**src/rtl/sem_pkg.sv**
```systemverilog
package sem_pkg;

  typedef enum logic [1:0] {
    SEM_FREE  = 2'd0,
    SEM_LEFT  = 2'd1,
    SEM_RIGHT = 2'd2
  } sem_owner_e;

  typedef struct packed {
    sem_owner_e own;
    logic       pend_l;
    logic       pend_r;
  } sem_flag_t;

  localparam sem_flag_t SEM_FLAG_RST = '{own: SEM_FREE, pend_l: 1'b0, pend_r: 1'b0};

  // Apply one port's request/release to a flag state.
  function automatic sem_flag_t sem_apply(input sem_flag_t s, input logic is_left,
                                          input logic req, input logic rel);
    sem_flag_t  n;
    sem_owner_e me;
    sem_owner_e other;
    logic       other_pend;
    n          = s;
    me         = is_left ? SEM_LEFT : SEM_RIGHT;
    other      = is_left ? SEM_RIGHT : SEM_LEFT;
    other_pend = is_left ? s.pend_r : s.pend_l;
    if (req) begin
      if (s.own == SEM_FREE) begin
        n.own = me;
      end else if (s.own != me) begin
        if (is_left) n.pend_l = 1'b1;
        else         n.pend_r = 1'b1;
      end
    end
    if (rel) begin
      if (s.own == me) begin
        if (other_pend) begin
          n.own = other;
          if (is_left) n.pend_r = 1'b0;
          else         n.pend_l = 1'b0;
        end else begin
          n.own = SEM_FREE;
        end
      end else begin
        if (is_left) n.pend_l = 1'b0;
        else         n.pend_r = 1'b0;
      end
    end
    return n;
  endfunction

endpackage

```
**src/rtl/sem_port_decode.sv**
```systemverilog
module sem_port_decode #(
  parameter int NUM_SEM = 8,
  localparam int ADDR_W = $clog2(NUM_SEM)
) (
  input  logic              sel_n,
  input  logic              mem_sel_n,
  input  logic              wr_n,
  input  logic              out_en_n,
  input  logic [ADDR_W-1:0] idx,
  input  logic              wbit,
  output logic [NUM_SEM-1:0] req,
  output logic [NUM_SEM-1:0] rel,
  output logic              rd_en
);
  logic acc_ok;
  logic wr_en;

  assign acc_ok = ~sel_n & mem_sel_n;
  assign wr_en  = acc_ok & ~wr_n;
  assign rd_en  = acc_ok & wr_n & ~out_en_n;

  for (genvar i = 0; i < NUM_SEM; i++) begin : g_hit
    logic hit;
    assign hit    = wr_en & (idx == ADDR_W'(i));
    assign req[i] = hit & ~wbit;
    assign rel[i] = hit & wbit;
  end
endmodule

```
**src/rtl/sem_flag_cell.sv**
```systemverilog
module sem_flag_cell
  import sem_pkg::*;
(
  input  logic clk,
  input  logic rst_n,
  input  logic req_l,
  input  logic rel_l,
  input  logic req_r,
  input  logic rel_r,
  output logic held_l,
  output logic held_r,
  output logic pend_l,
  output logic pend_r
);
  sem_flag_t st_q;
  sem_flag_t after_l;
  sem_flag_t st_d;

  always_comb begin
    after_l = sem_apply(st_q, 1'b1, req_l, rel_l);
    st_d    = sem_apply(after_l, 1'b0, req_r, rel_r);
  end

  always_ff @(posedge clk or negedge rst_n) begin
    if (!rst_n) st_q <= SEM_FLAG_RST;
    else        st_q <= st_d;
  end

  assign held_l = (st_q.own == SEM_LEFT);
  assign held_r = (st_q.own == SEM_RIGHT);
  assign pend_l = st_q.pend_l;
  assign pend_r = st_q.pend_r;
endmodule

```
**src/rtl/sem_readback.sv**
```systemverilog
module sem_readback #(
  parameter int NUM_SEM = 8,
  parameter int DATA_W  = 16,
  localparam int ADDR_W = $clog2(NUM_SEM)
) (
  input  logic               clk,
  input  logic               rst_n,
  input  logic               rd_en,
  input  logic [ADDR_W-1:0]  idx,
  input  logic [NUM_SEM-1:0] held,
  output logic [DATA_W-1:0]  rdata
);
  logic [DATA_W-1:0] rdata_d;

  always_comb begin
    rdata_d = '1;
    if (rd_en) rdata_d[0] = ~held[idx];
  end

  always_ff @(posedge clk or negedge rst_n) begin
    if (!rst_n) rdata <= '1;
    else        rdata <= rdata_d;
  end
endmodule

```
**src/rtl/sem_bank.sv**
```systemverilog
module sem_bank #(
  parameter int NUM_SEM = 8,
  parameter int DATA_W  = 16,
  localparam int ADDR_W = $clog2(NUM_SEM)
) (
  input  logic              clk,
  input  logic              rst_n,
  input  logic              l_sel_n,
  input  logic              l_mem_sel_n,
  input  logic              l_wr_n,
  input  logic              l_out_en_n,
  input  logic [ADDR_W-1:0] l_idx,
  input  logic              l_wbit,
  output logic [DATA_W-1:0] l_rdata,
  input  logic              r_sel_n,
  input  logic              r_mem_sel_n,
  input  logic              r_wr_n,
  input  logic              r_out_en_n,
  input  logic [ADDR_W-1:0] r_idx,
  input  logic              r_wbit,
  output logic [DATA_W-1:0] r_rdata
);
  logic [NUM_SEM-1:0] req_l, rel_l, req_r, rel_r;
  logic [NUM_SEM-1:0] held_l, held_r, pend_l, pend_r;
  logic               rd_en_l, rd_en_r;

  sem_port_decode #(.NUM_SEM(NUM_SEM)) u_dec_l (
    .sel_n(l_sel_n), .mem_sel_n(l_mem_sel_n), .wr_n(l_wr_n), .out_en_n(l_out_en_n),
    .idx(l_idx), .wbit(l_wbit), .req(req_l), .rel(rel_l), .rd_en(rd_en_l)
  );

  sem_port_decode #(.NUM_SEM(NUM_SEM)) u_dec_r (
    .sel_n(r_sel_n), .mem_sel_n(r_mem_sel_n), .wr_n(r_wr_n), .out_en_n(r_out_en_n),
    .idx(r_idx), .wbit(r_wbit), .req(req_r), .rel(rel_r), .rd_en(rd_en_r)
  );

  for (genvar i = 0; i < NUM_SEM; i++) begin : g_flag
    sem_flag_cell u_cell (
      .clk(clk), .rst_n(rst_n),
      .req_l(req_l[i]), .rel_l(rel_l[i]), .req_r(req_r[i]), .rel_r(rel_r[i]),
      .held_l(held_l[i]), .held_r(held_r[i]), .pend_l(pend_l[i]), .pend_r(pend_r[i])
    );
  end

  sem_readback #(.NUM_SEM(NUM_SEM), .DATA_W(DATA_W)) u_rb_l (
    .clk(clk), .rst_n(rst_n), .rd_en(rd_en_l), .idx(l_idx), .held(held_l), .rdata(l_rdata)
  );

  sem_readback #(.NUM_SEM(NUM_SEM), .DATA_W(DATA_W)) u_rb_r (
    .clk(clk), .rst_n(rst_n), .rd_en(rd_en_r), .idx(r_idx), .held(held_r), .rdata(r_rdata)
  );
endmodule

```
**config.mk**
```make
export PLATFORM = sky130hd
export DESIGN_NAME = sem_bank
export DESIGN_NICKNAME = d
export VERILOG_FILES = /design/src/rtl/sem_pkg.sv /design/src/rtl/sem_port_decode.sv /design/src/rtl/sem_flag_cell.sv /design/src/rtl/sem_readback.sv /design/src/rtl/sem_bank.sv
export SDC_FILE = /design/constraint.sdc
export NUM_CORES = 1
export LEC_CHECK = 0
export BUFFER_PORTS_ARGS = -buffer_cell sky130_fd_sc_hd__buf_4
export CAP_MARGIN = 20
export CORE_ASPECT_RATIO = 1.25
export CORE_MARGIN = 5
export CORE_UTILIZATION = 50
export CTS_CLUSTER_DIAMETER = 80
export DETAILED_ROUTE_END_ITERATION = 10
export GPL_TIMING_DRIVEN = 0
export PLACE_DENSITY = 0.74
export SLEW_MARGIN = 5
export SYNTH_ARGS = -nofsm -noshare
export SYNTH_HDL_FRONTEND = slang
export SYNTH_HIERARCHICAL = 1
export SYNTH_SLANG_ARGS = --single-unit
export TNS_END_PERCENT = 50
```
**constraint.sdc**
```tcl
create_clock -name clk -period 2.4 [get_ports clk]
set_input_delay 0.48 -clock clk [delete_from_list [all_inputs] [get_ports clk]]
set_output_delay 0.48 -clock clk [all_outputs]
set_load 0.005 [all_outputs]
```
==> key figures, run 1 <==
Outcome
  • Run status: finished clean

Global route
  • Total global routing track utilization: 0.188
  • Global-route wire length before repair: 11600 um
  • Vias in the first global route: 2471
  • Maximum number of pins on one net before global-route repair: 35
  • Antenna violations before repair: 0
  • Congestion Overflow GR: 0

STA
  • Slew @ Worst Pin: 0.790 ns
  • Number of endpoints with negative hold slack in the final report: 0
  • Share of the clock period used by the worst path: 0.863
  • TNS Setup: 0 ns
  • Tightest slew margin relative to the limit: 0.469
  • Fin. max-slew vios: 0
  • Final setup violation count: 0
  • Maximum clock rate: 483 MHz
  • Final hold slack: 0.140 ns
  • Setup repair after global routing missed its margin: false
  • Final worst clock skew: 0.00926 ns
  • Shortest clock period the worst path allows after layout: 2.07 ns

Critical path
  • Worst path cell trace: buf_4 > or2_1 > clkbuf_1 > nor3_1 > nand3_1 > a221oi_2 > o21bai_1
  • Kind of start point of the critical path: input port
  • Critical Path Fanout Max: 7
  • Kind of end point of the critical path: register
  • CP Data Required Time: 2.61 ns
  • Minimum setup slack among reg-to-reg paths: 0.95 ns
  • Cell class contributing the biggest share of worst-path delay: simple AND/OR/NAND/NOR gates
  • Slowest stage delay, CP: 0.67 ns
  • Max stage delay cell, worst path: nor3_1
  • Count of buffer and inverter cells on the critical path: 2
  • Arrival time worst endpoint: 2.28 ns
  • Critical path type: input port to register

Layout
  • Layout Utilization: 0.587
  • Post-layout net count: 394
  • Number of fillers in the final layout: 532
  • Layout Area Growth over Synthesis: 14.0%
  • Antenna Diode Count: 0
  • Share of layout cells above drive strength 1: 0.279
  • Area taken by flip-flops and latches: 853 um2
  • Finished layout cell area: 3410 um2
  • Most common library cell in the layout ignoring fill and taps: buf_4
  • Commonest non-fill, non-tap cells in the layout: 51 x buf_4, 32 x dfrtp_1, 30 x conb_1
  • Area occupied by multi-input gates: 1970 um2

Yosys
  • Post-synthesis simple-gate area fraction: 0.314
  • Mapped Cells: 322
  • Synth Area in XOR/XNOR: 0
  • Sequential area share after synthesis: 0.285
  • Share of synthesized area spent on multiplexers: 0.0293
  • Share of synthesized cell area in full adder, half adder and majority cells: 0
  • Flip-flop and latch count after synthesis: 34
  • Compound-cell area share of the yosys netlist: 0.276
  • Synth warn: 6
  • Cell variety after synth: 38
  • Mapped cell area: 2990 um2
  • Mean area per synthesized cell: 9.29 um2
  • Largest family of logic cells by synthesized area: simple AND/OR/NAND/NOR gates

CTS
  • Clock-pin transition on the worst setup and hold timing paths: 0.08 ns
  • Maximum root-to-sink buffer count: 2
  • Clk sinks: 34
  • Number of H-tree branching levels: 2
  • CTS resizes: 0
  • Worst skew pair latency: 0.29 ns
  • Setup bufs post-CTS: 0
  • Root buf cell: clkbuf_8
  • CTS buffer count: 5
  • CTS tree: yes
  • Hold buffers post-CTS: 0

Flow run
  • Reported max-cap violation count: 0

Place
  • Placer Congestion: 0.897
  • Placed Instance Area: 3320 um2
  • Final HPWL from detailed placement: 5170 um
  • Count of port buffers added during placement: 19

Detailed routing
  • Post-detailed-route count of antenna-violating nets: 0
  • Number of violations reported at the end of detailed-routing iteration 0: 167
  • Number of iterations in the first detailed-routing pass: 4
  • Post-detailed-route wirelength per cell: 15.4 um
  • Number of DRC violations after detailed routing: 0
  • Vias/cell: 5.79
  • Routed wire length: 6830 um
  • Vias: 2564

Die
  • Cell Rows: 31
  • Width of the chip: 79.2 um
  • Std-Cell Core Area: 5820 um2
  • IO Count: 50
  • Die outline area: 7640 um2
  • Height of the chip: 96.5 um
  • Initial core utilization: 0.514

Power and ir drop
  • Flop pwr share: 0.459
  • Switching share of total power: 0.352
  • Pwr Total: 1980 uW
  • Leakage power figure: 0.00135 uW
  • Share of total power in combinational logic: 0.314
  • Internal power component: 1280 uW
  • IR Drop Worst-Case VDD: 0.340 mV
  • PD cells: 579 nW/um2
  • Switching power summed over all nets: 696 uW
  • Clk network pwr share: 0.227

Worst hold path
  • Type of the tightest min-delay check: input port to asynchronous set/reset pin
[registers in the layout (all words and copies together) (netlist names)]
name and flops:
g_flag.u_cell/pend_l 8, g_flag.u_cell/pend_r 8, g_flag.u_cell/st_q 16, u_rb_l/rdata 1, u_rb_r/rdata 1
[worst reg2reg max path: cells and delay by family, from the launching register on]
kind	cells	cell delay, ns
AOI/OAI and AO/OA	1	0.07
and+or+nand+nor	2	0.37
DFF	1	0.48
muxes	1	0.46
[final timing paths]
path / startpoint / to / cells past startpoint
setup / recovery: r_wr_n / g_flag[5].u_cell/st_q[2] / 7
hold / removal: rst_n / g_flag[0].u_cell/pend_l / 1
setup reg to reg: g_flag[7].u_cell/st_q[2] / u_rb_l/rdata[0] / 4
hold reg to reg: g_flag[2].u_cell/pend_l / g_flag[2].u_cell/st_q[2] / 2
max in group asynchronous: rst_n / u_rb_r/rdata[0] / 1
min in group clk: r_idx[1] / u_rb_r/rdata[0] / 2
[area by class of cell]
class,instances,share of cell area
well taps,66,0.0242
plain buffers,34,0.0726
multi-input cells,274,0.576
clock buffers,8,0.0264
repair buffers,19,0.0418
flip-flops and latches,34,0.250
inverters,8,0.00880
[layer usage]
| metal | track usage | wire, um | part of all wire | vias to the layer above |
|---|---|---|---|---|
| met5 | 0 | 0 | 0 | - |
| met4 | 0.0587 | 99 | 0.014 | 0 |
| met3 | 0.0325 | 234 | 0.034 | 8 |
| met2 | 0.337 | 3500 | 0.51 | 54 |
| met1 | 0.229 | 3000 | 0.44 | 1251 |
| li1 | - | - | - | 1251 |
[cells in the mapped netlist]
cell type | n | area share
nand3b_1 | 2 | 0.0050
nor3_2 | 4 | 0.013
nor2_1 | 28 | 0.035
a31o_1 | 8 | 0.023
a21oi_1 | 16 | 0.027
clkbuf_1 | 2 | 0.0025
inv_1 | 8 | 0.010
mux2_2 | 2 | 0.0075
nand3_1 | 8 | 0.013
o21ai_0 | 8 | 0.013
a221oi_2 | 16 | 0.080
nand4bb_1 | 4 | 0.015
mux4_2 | 2 | 0.015
nor4_1 | 2 | 0.0042
o21a_1 | 8 | 0.020
o21bai_1 | 8 | 0.020
nand2_1 | 12 | 0.015
o31a_2 | 2 | 0.0067
or4b_1 | 4 | 0.013
buf_4 | 32 | 0.080
nor3_1 | 12 | 0.020
o211ai_2 | 2 | 0.0084
a22oi_1 | 8 | 0.020
nand4b_1 | 2 | 0.0059
dfstp_2 | 2 | 0.018
or3b_1 | 2 | 0.0059
nor2b_4 | 16 | 0.074
nor4_2 | 2 | 0.0084
mux2i_1 | 2 | 0.0067
a21boi_1 | 8 | 0.020
or2_1 | 2 | 0.0042
conb_1 | 2 | 0.0025
nor4bb_1 | 2 | 0.0067
dfrtp_1 | 32 | 0.27
a31oi_1 | 8 | 0.017
o211ai_1 | 8 | 0.020
nor2b_1 | 24 | 0.050
nand2b_1 | 12 | 0.025
[cell families (layout without fill, tap and decap cells)]
kind of cell | count (synthesis) | count (layout)
buf+inv | 42 | 69
flops | 34 | 34
other cells | 2 | 30
simple gates | 138 | 138
mux | 6 | 6
compound gates | 100 | 100
[metrics by stage]
step                      instances  setup WS, ns
after floorplan                 350         0.488
after global placement          435         0.108
after global routing            443         0.233
after CTS                       443         0.347
after detailed placement        435        0.0655
final                           443         0.329
[power groups by stage]
stage	Clock [uW]	Sequential, uW	Combinational [uW]
5_1_grt	496	931	684
4_1_cts	462	903	623
3_3_place_gp	0	908	609
3_5_place_dp	0	913	622
2_1_floorplan	0	862	501
6_report	450	907	621
No activity file was read; power rests on OpenSTA's default activity.
==> inputs of run 2 (changes only) <==
- BUFFER_PORTS_ARGS: -buffer_cell sky130_fd_sc_hd__buf_4 -> unset
- DONT_BUFFER_PORTS: unset -> 1
- PLACE_DENSITY: 0.74 -> 0.67
==> run 2 against run 1 <==
Effect of this change: sequential power fell by 0.6%; non-clock buffer count down 18; clock-buffer cell count down 1; wire length is 0.59% lower; final area down 3.1%; combinational power decreased by 6.4%; first-iteration DRC count shrank 35%; critical path type unchanged.
==> key figures, run 2 (synthesized netlist as in run 1, its figures left out) <==
Die
  • Initial core utilization: 0.514
  • Cell Rows: 31
  • Die outline area: 7640 um2
  • Std-Cell Core Area: 5820 um2
  • Height of the chip: 96.5 um
  • Width of the chip: 79.2 um
  • IO Count: 50

CTS
  • Clock-pin transition on the worst setup and hold timing paths: 0.08 ns
  • Clk sinks: 34
  • Root buf cell: clkbuf_8
  • Setup bufs post-CTS: 0
  • Worst skew pair latency: 0.29 ns
  • Maximum root-to-sink buffer count: 2
  • CTS buffer count: 5
  • CTS tree: yes
  • Number of H-tree branching levels: 2

Place
  • Count of port buffers added during placement: 0
  • Final HPWL from detailed placement: 4980 um
  • Placer Congestion: 0.819
  • Pre-CTS WS: 0.172 ns
  • Placed instance count: 416

STA
  • Tightest slew margin relative to the limit: 0.470
  • Fin. max-slew vios: 0
  • Slew @ Worst Pin: 0.788 ns
  • Final setup violation count: 0
  • Maximum clock rate: 518 MHz
  • Number of endpoints with negative hold slack in the final report: 0
  • Shortest clock period the worst path allows after layout: 1.93 ns
  • Post-route setup slack: 0.468 ns
  • Share of the clock period used by the worst path: 0.805
  • Final worst clock skew: 0.00380 ns
  • TNS Setup: 0 ns
  • Setup repair after global routing missed its margin: false

Detailed routing
  • Number of DRC violations after detailed routing: 0
  • Vias: 2441
  • Post-detailed-route count of antenna-violating nets: 0
  • Post-detailed-route wirelength per cell: 16.0 um
  • Vias/cell: 5.74
  • Number of violations reported at the end of detailed-routing iteration 0: 108
  • Number of iterations in the first detailed-routing pass: 4
  • Routed wire length: 6790 um

Outcome
  • Run status: finished clean

Layout
  • Share of layout cells above drive strength 1: 0.242
  • Final standard cell count with taps included and fillers excluded: 425
  • Commonest non-fill, non-tap cells in the layout: 32 x dfrtp_1, 32 x buf_4, 30 x conb_1
  • Layout Area Growth over Synthesis: 10.5%
  • Antenna Diode Count: 0
  • Largest reg by FF count: g_flag.u_cell/st_q
  • Largest register FFs: 16
  • Post-layout net count: 376
  • Layout Utilization: 0.568

Global route
  • Antenna violations before repair: 0
  • Maximum number of pins on one net before global-route repair: 33
  • Congestion Overflow GR: 0
  • Total global routing track utilization: 0.184
  • Global-route wire length before repair: 11100 um
  • Vias in the first global route: 2228

Power and ir drop
  • PD cells: 611 nW/um2
  • IR Drop Worst-Case VDD: 0.313 mV
  • Leakage power figure: 0.00128 uW

Worst hold path
  • Type of the tightest min-delay check: input port to asynchronous set/reset pin

Critical path
  • Arrival time worst endpoint: 2.15 ns
  • Critical Path Fanout Max: 7
  • Kind of start point of the critical path: input port
  • CP Data Required Time: 2.62 ns
  • Critical path type: input port to register
  • Kind of end point of the critical path: register

Flow run
  • Reported max-cap violation count: 0
-- run 2: changes by cell type in the layout (fill, tap and decap cells not counted), sizes merged --
cell | before | now
clkbuf | 10 | 9
buf | 51 | 33
bufinv | 0 | 1
-- run 2: final timing paths --
kind	depth (start not counted)	start	endpoint	slack, ns
setup / recovery	6	r_wr_n	g_flag[5].u_cell/st_q[2]	0.47
hold / removal	1	rst_n	g_flag[0].u_cell/st_q[2]	0.02
setup reg to reg	4	g_flag[6].u_cell/st_q[2]	u_rb_l/rdata[0]	0.96
hold reg to reg	2	g_flag[3].u_cell/pend_l	g_flag[3].u_cell/pend_l	0.60
max in group asynchronous	1	rst_n	g_flag[6].u_cell/pend_l	2.21
min in group clk	1	r_idx[1]	u_rb_r/rdata[0]	0.28
-- run 2: cell type report --
| cell class | count | area [um2] |
|---|---|---|
| repair buffers | 1 | 20.0 |
| inverters | 8 | 30.0 |
| clock inverters | 1 | 30.0 |
| fillers | 535 | 2510 |
| flip-flops and latches | 34 | 853 |
| well taps | 66 | 82.6 |
| multi-input cells | 274 | 1970 |
| plain buffers | 34 | 248 |
| clock buffers | 7 | 76.3 |
-- run 2: power by group --
group | internal [uW] | switching, uW | total [uW]
clock network | 311 | 228 | 539
registers | 690 | 212 | 902
logic | 341 | 240 | 581
total | 1340 | 680 | 2020
-- run 2: timing repair --
action,in CTS,in global routing
endpoints found under the hold margin,32,0
resized for setup,0,0
hold buffers,1,0
-- run 2: per-layer routing --
layer	wire length [um]	part of all wire	up-vias	global-route usage
li1	-	-	1215	-
met1	2830	0.42	1179	0.222
met2	3490	0.51	40	0.320
met3	389	0.057	7	0.0501
met4	82	0.012	0	0.0602
met5	0	0	-	0
-- run 2: stage by stage --
step | hold WS [ns] | instance area [um2] | power [uW]
global placement | 0.186 | 3180 | 1470
global route | 0.0122 | 3310 | 2150
CTS | 0.0187 | 3310 | 2030
finish | 0.0157 | 3310 | 2020
floorplan | 0.184 | 3100 | 1360
detailed placement | 0.186 | 3180 | 1480
-- run 2: critical path, cell delays in order --
cell,delay [ns]
or2_1,0.20
clkbuf_1,0.18
nor3_1,0.67
nand3_1,0.18
a221oi_2,0.30
o21bai_1,0.13
==> inputs of run 3 (changes only) <==
- clock period: 2.4 -> 1.8 ns (I/O delays scaled with it)
==> run 3 against run 2 <==
Effect of this change: setup slack got worse by 0.36 ns; final cell count increased by 0.24%; clock power increased by 33%; total power increased by 34%; final area increased by 0.76%; first-iteration DRC count increased by 20%; die area unchanged; via count decreased by 0.70%; critical path depth unchanged; hold slack improved by 0.14 ns.
==> key figures, run 3 (synthesized netlist as in run 1, its figures left out) <==
Power and ir drop
  • Clk network pwr share: 0.266
  • Switching power summed over all nets: 910 uW
  • IR Drop Worst-Case VDD: 0.416 mV
  • PD cells: 811 nW/um2
  • Switching share of total power: 0.337
  • Share of total power in combinational logic: 0.289
  • Leakage power figure: 0.00129 uW
  • Flop pwr share: 0.446
  • Internal power component: 1790 uW

Place
  • Final HPWL from detailed placement: 4980 um
  • Placer Congestion: 0.819
  • Pre-CTS WS: -0.308 ns
  • Count of port buffers added during placement: 0

Detailed routing
  • Number of iterations in the first detailed-routing pass: 4
  • Post-detailed-route count of antenna-violating nets: 0
  • Routed length on met3: 307 um
  • Wire length on met2: 3440 um
  • Number of violations reported at the end of detailed-routing iteration 0: 130
  • Number of DRC violations after detailed routing: 0
  • Routed wire length: 6730 um
  • Vias: 2424
  • Vias/cell: 5.69
  • Highest layer used for signal routing: met4
  • M1 WL: 2910 um
  • Post-detailed-route wirelength per cell: 15.8 um

STA
  • Maximum clock rate: 591 MHz
  • Tightest slew margin relative to the limit: 0.512
  • Share of the clock period used by the worst path: 0.939
  • Fin. max-slew vios: 0
  • Slew @ Worst Pin: 0.726 ns
  • Setup repair after global routing missed its margin: true
  • Final worst clock skew: 0.00351 ns
  • Number of endpoints with negative hold slack in the final report: 0
  • Final setup violation count: 0
  • Post-route setup slack: 0.109 ns
  • Shortest clock period the worst path allows after layout: 1.69 ns

Die
  • Std-Cell Core Area: 5820 um2
  • IO Count: 50
  • Width of the chip: 79.2 um
  • Initial core utilization: 0.514
  • Die outline area: 7640 um2
  • Height of the chip: 96.5 um
  • Cell Rows: 31

Layout
  • Layout Utilization: 0.573
  • Layout Area Growth over Synthesis: 11.3%
  • Area occupied by multi-input gates: 1980 um2
  • Number of fillers in the final layout: 530
  • Post-layout net count: 377
  • Largest reg by FF count: g_flag.u_cell/st_q
  • Largest register FFs: 16
  • Antenna Diode Count: 0
  • Share of layout cells above drive strength 1: 0.250
  • Commonest non-fill, non-tap cells in the layout: 32 x dfrtp_1, 32 x buf_4, 30 x conb_1
  • Area taken by flip-flops and latches: 853 um2

Critical path
  • Endpoint of the worst-slack reg-to-reg timing path: u_rb_l/rdata[0]
  • Kind of start point of the critical path: input port
  • Kind of end point of the critical path: register
  • Critical Path Fanout Max: 7
  • Critical path type: input port to register
  • R2R Path Start: g_flag[6].u_cell/st_q[2]
  • Arrival time worst endpoint: 1.83 ns
  • Worst r2r path cells: 4
  • Crit path from: l_wr_n
  • Minimum setup slack among reg-to-reg paths: 0.36 ns
  • CP Data Required Time: 1.94 ns
  • Endpoint of the most critical setup path: g_flag[4].u_cell/st_q[2]

Global route
  • Congestion Overflow GR: 0
  • Vias in the first global route: 2223
  • Maximum number of pins on one net before global-route repair: 35
  • Antenna violations before repair: 0
  • Global-route wire length before repair: 11000 um
  • Total global routing track utilization: 0.182

CTS
  • Maximum root-to-sink buffer count: 2
  • Root buf cell: clkbuf_8
  • Setup bufs post-CTS: 0
  • Clock-pin transition on the worst setup and hold timing paths: 0.07 ns
  • CTS tree: yes
  • Clk sinks: 34
  • Number of H-tree branching levels: 2
  • Worst skew pair latency: 0.29 ns
  • CTS buffer count: 5

Outcome
  • Run status: finished clean

Worst hold path
  • Type of the tightest min-delay check: input port to register
  • Min-Delay Startpoint: r_idx[1]

Flow run
  • Reported max-cap violation count: 0
## run 3: repair_timing
action / CTS / global route
hold buffers: 2 / 0
resized for setup: 1 / 2
endpoints found under the hold margin: 34 / 0
endpoints found under the setup margin: 1 / 2
## run 3: per-stage QoR
step	TNS, ns	power (uW)	hold slack [ns]	instances	instance area, um2
3_5_place_dp	-1.47	1970	0.0658	416	3180
5_1_grt	-0.00880	2860	0.158	426	3330
4_1_cts	0	2710	0.161	426	3320
3_3_place_gp	-1.03	1960	0.0657	416	3180
2_1_floorplan	0	1820	0.0644	350	3100
6_report	0	2700	0.159	426	3330
## run 3: per-layer routing
metal | track usage | vias up
met5 | 0 | -
met3 | 0.0473 | 5
met1 | 0.223 | 1174
met4 | 0.0602 | 0
li1 | - | 1213
met2 | 0.311 | 32
## run 3: layout make-up
class                   instances  share of cell area
multi-input cells             274               0.595
flip-flops and latches         34               0.256
plain buffers                  34              0.0744
well taps                      66              0.0248
clock buffers                   7              0.0229
clock inverters                 1             0.00901
repair buffers                  2             0.00901
inverters                       8             0.00901
## run 3: how the worst min path moves through the flow
stage,end,cells past startpoint
after floorplan,g_flag[0].u_cell/pend_l,0
after CTS,u_rb_l/rdata[0],1
final,u_rb_r/rdata[0],1
after detailed placement,g_flag[0].u_cell/st_q[2],0
after global routing,u_rb_r/rdata[0],1
after global placement,g_flag[4].u_cell/st_q[2],0
## run 3: worst max-delay path, cell delays in order
cell,delay (ns)
or2_1,0.20
clkbuf_1,0.19
nor3_1,0.65
nand2b_1,0.21
a221oi_2,0.06
o21bai_1,0.17
## run 3: power groups by stage
| stage | clock network (uW) | logic [uW] | registers, uW |
|---|---|---|---|
| 6_report | 718 | 780 | 1200 |
| 3_5_place_dp | 0 | 756 | 1210 |
| 3_3_place_gp | 0 | 741 | 1220 |
| 5_1_grt | 769 | 855 | 1240 |
| 2_1_floorplan | 0 | 669 | 1150 |
| 4_1_cts | 730 | 782 | 1200 |
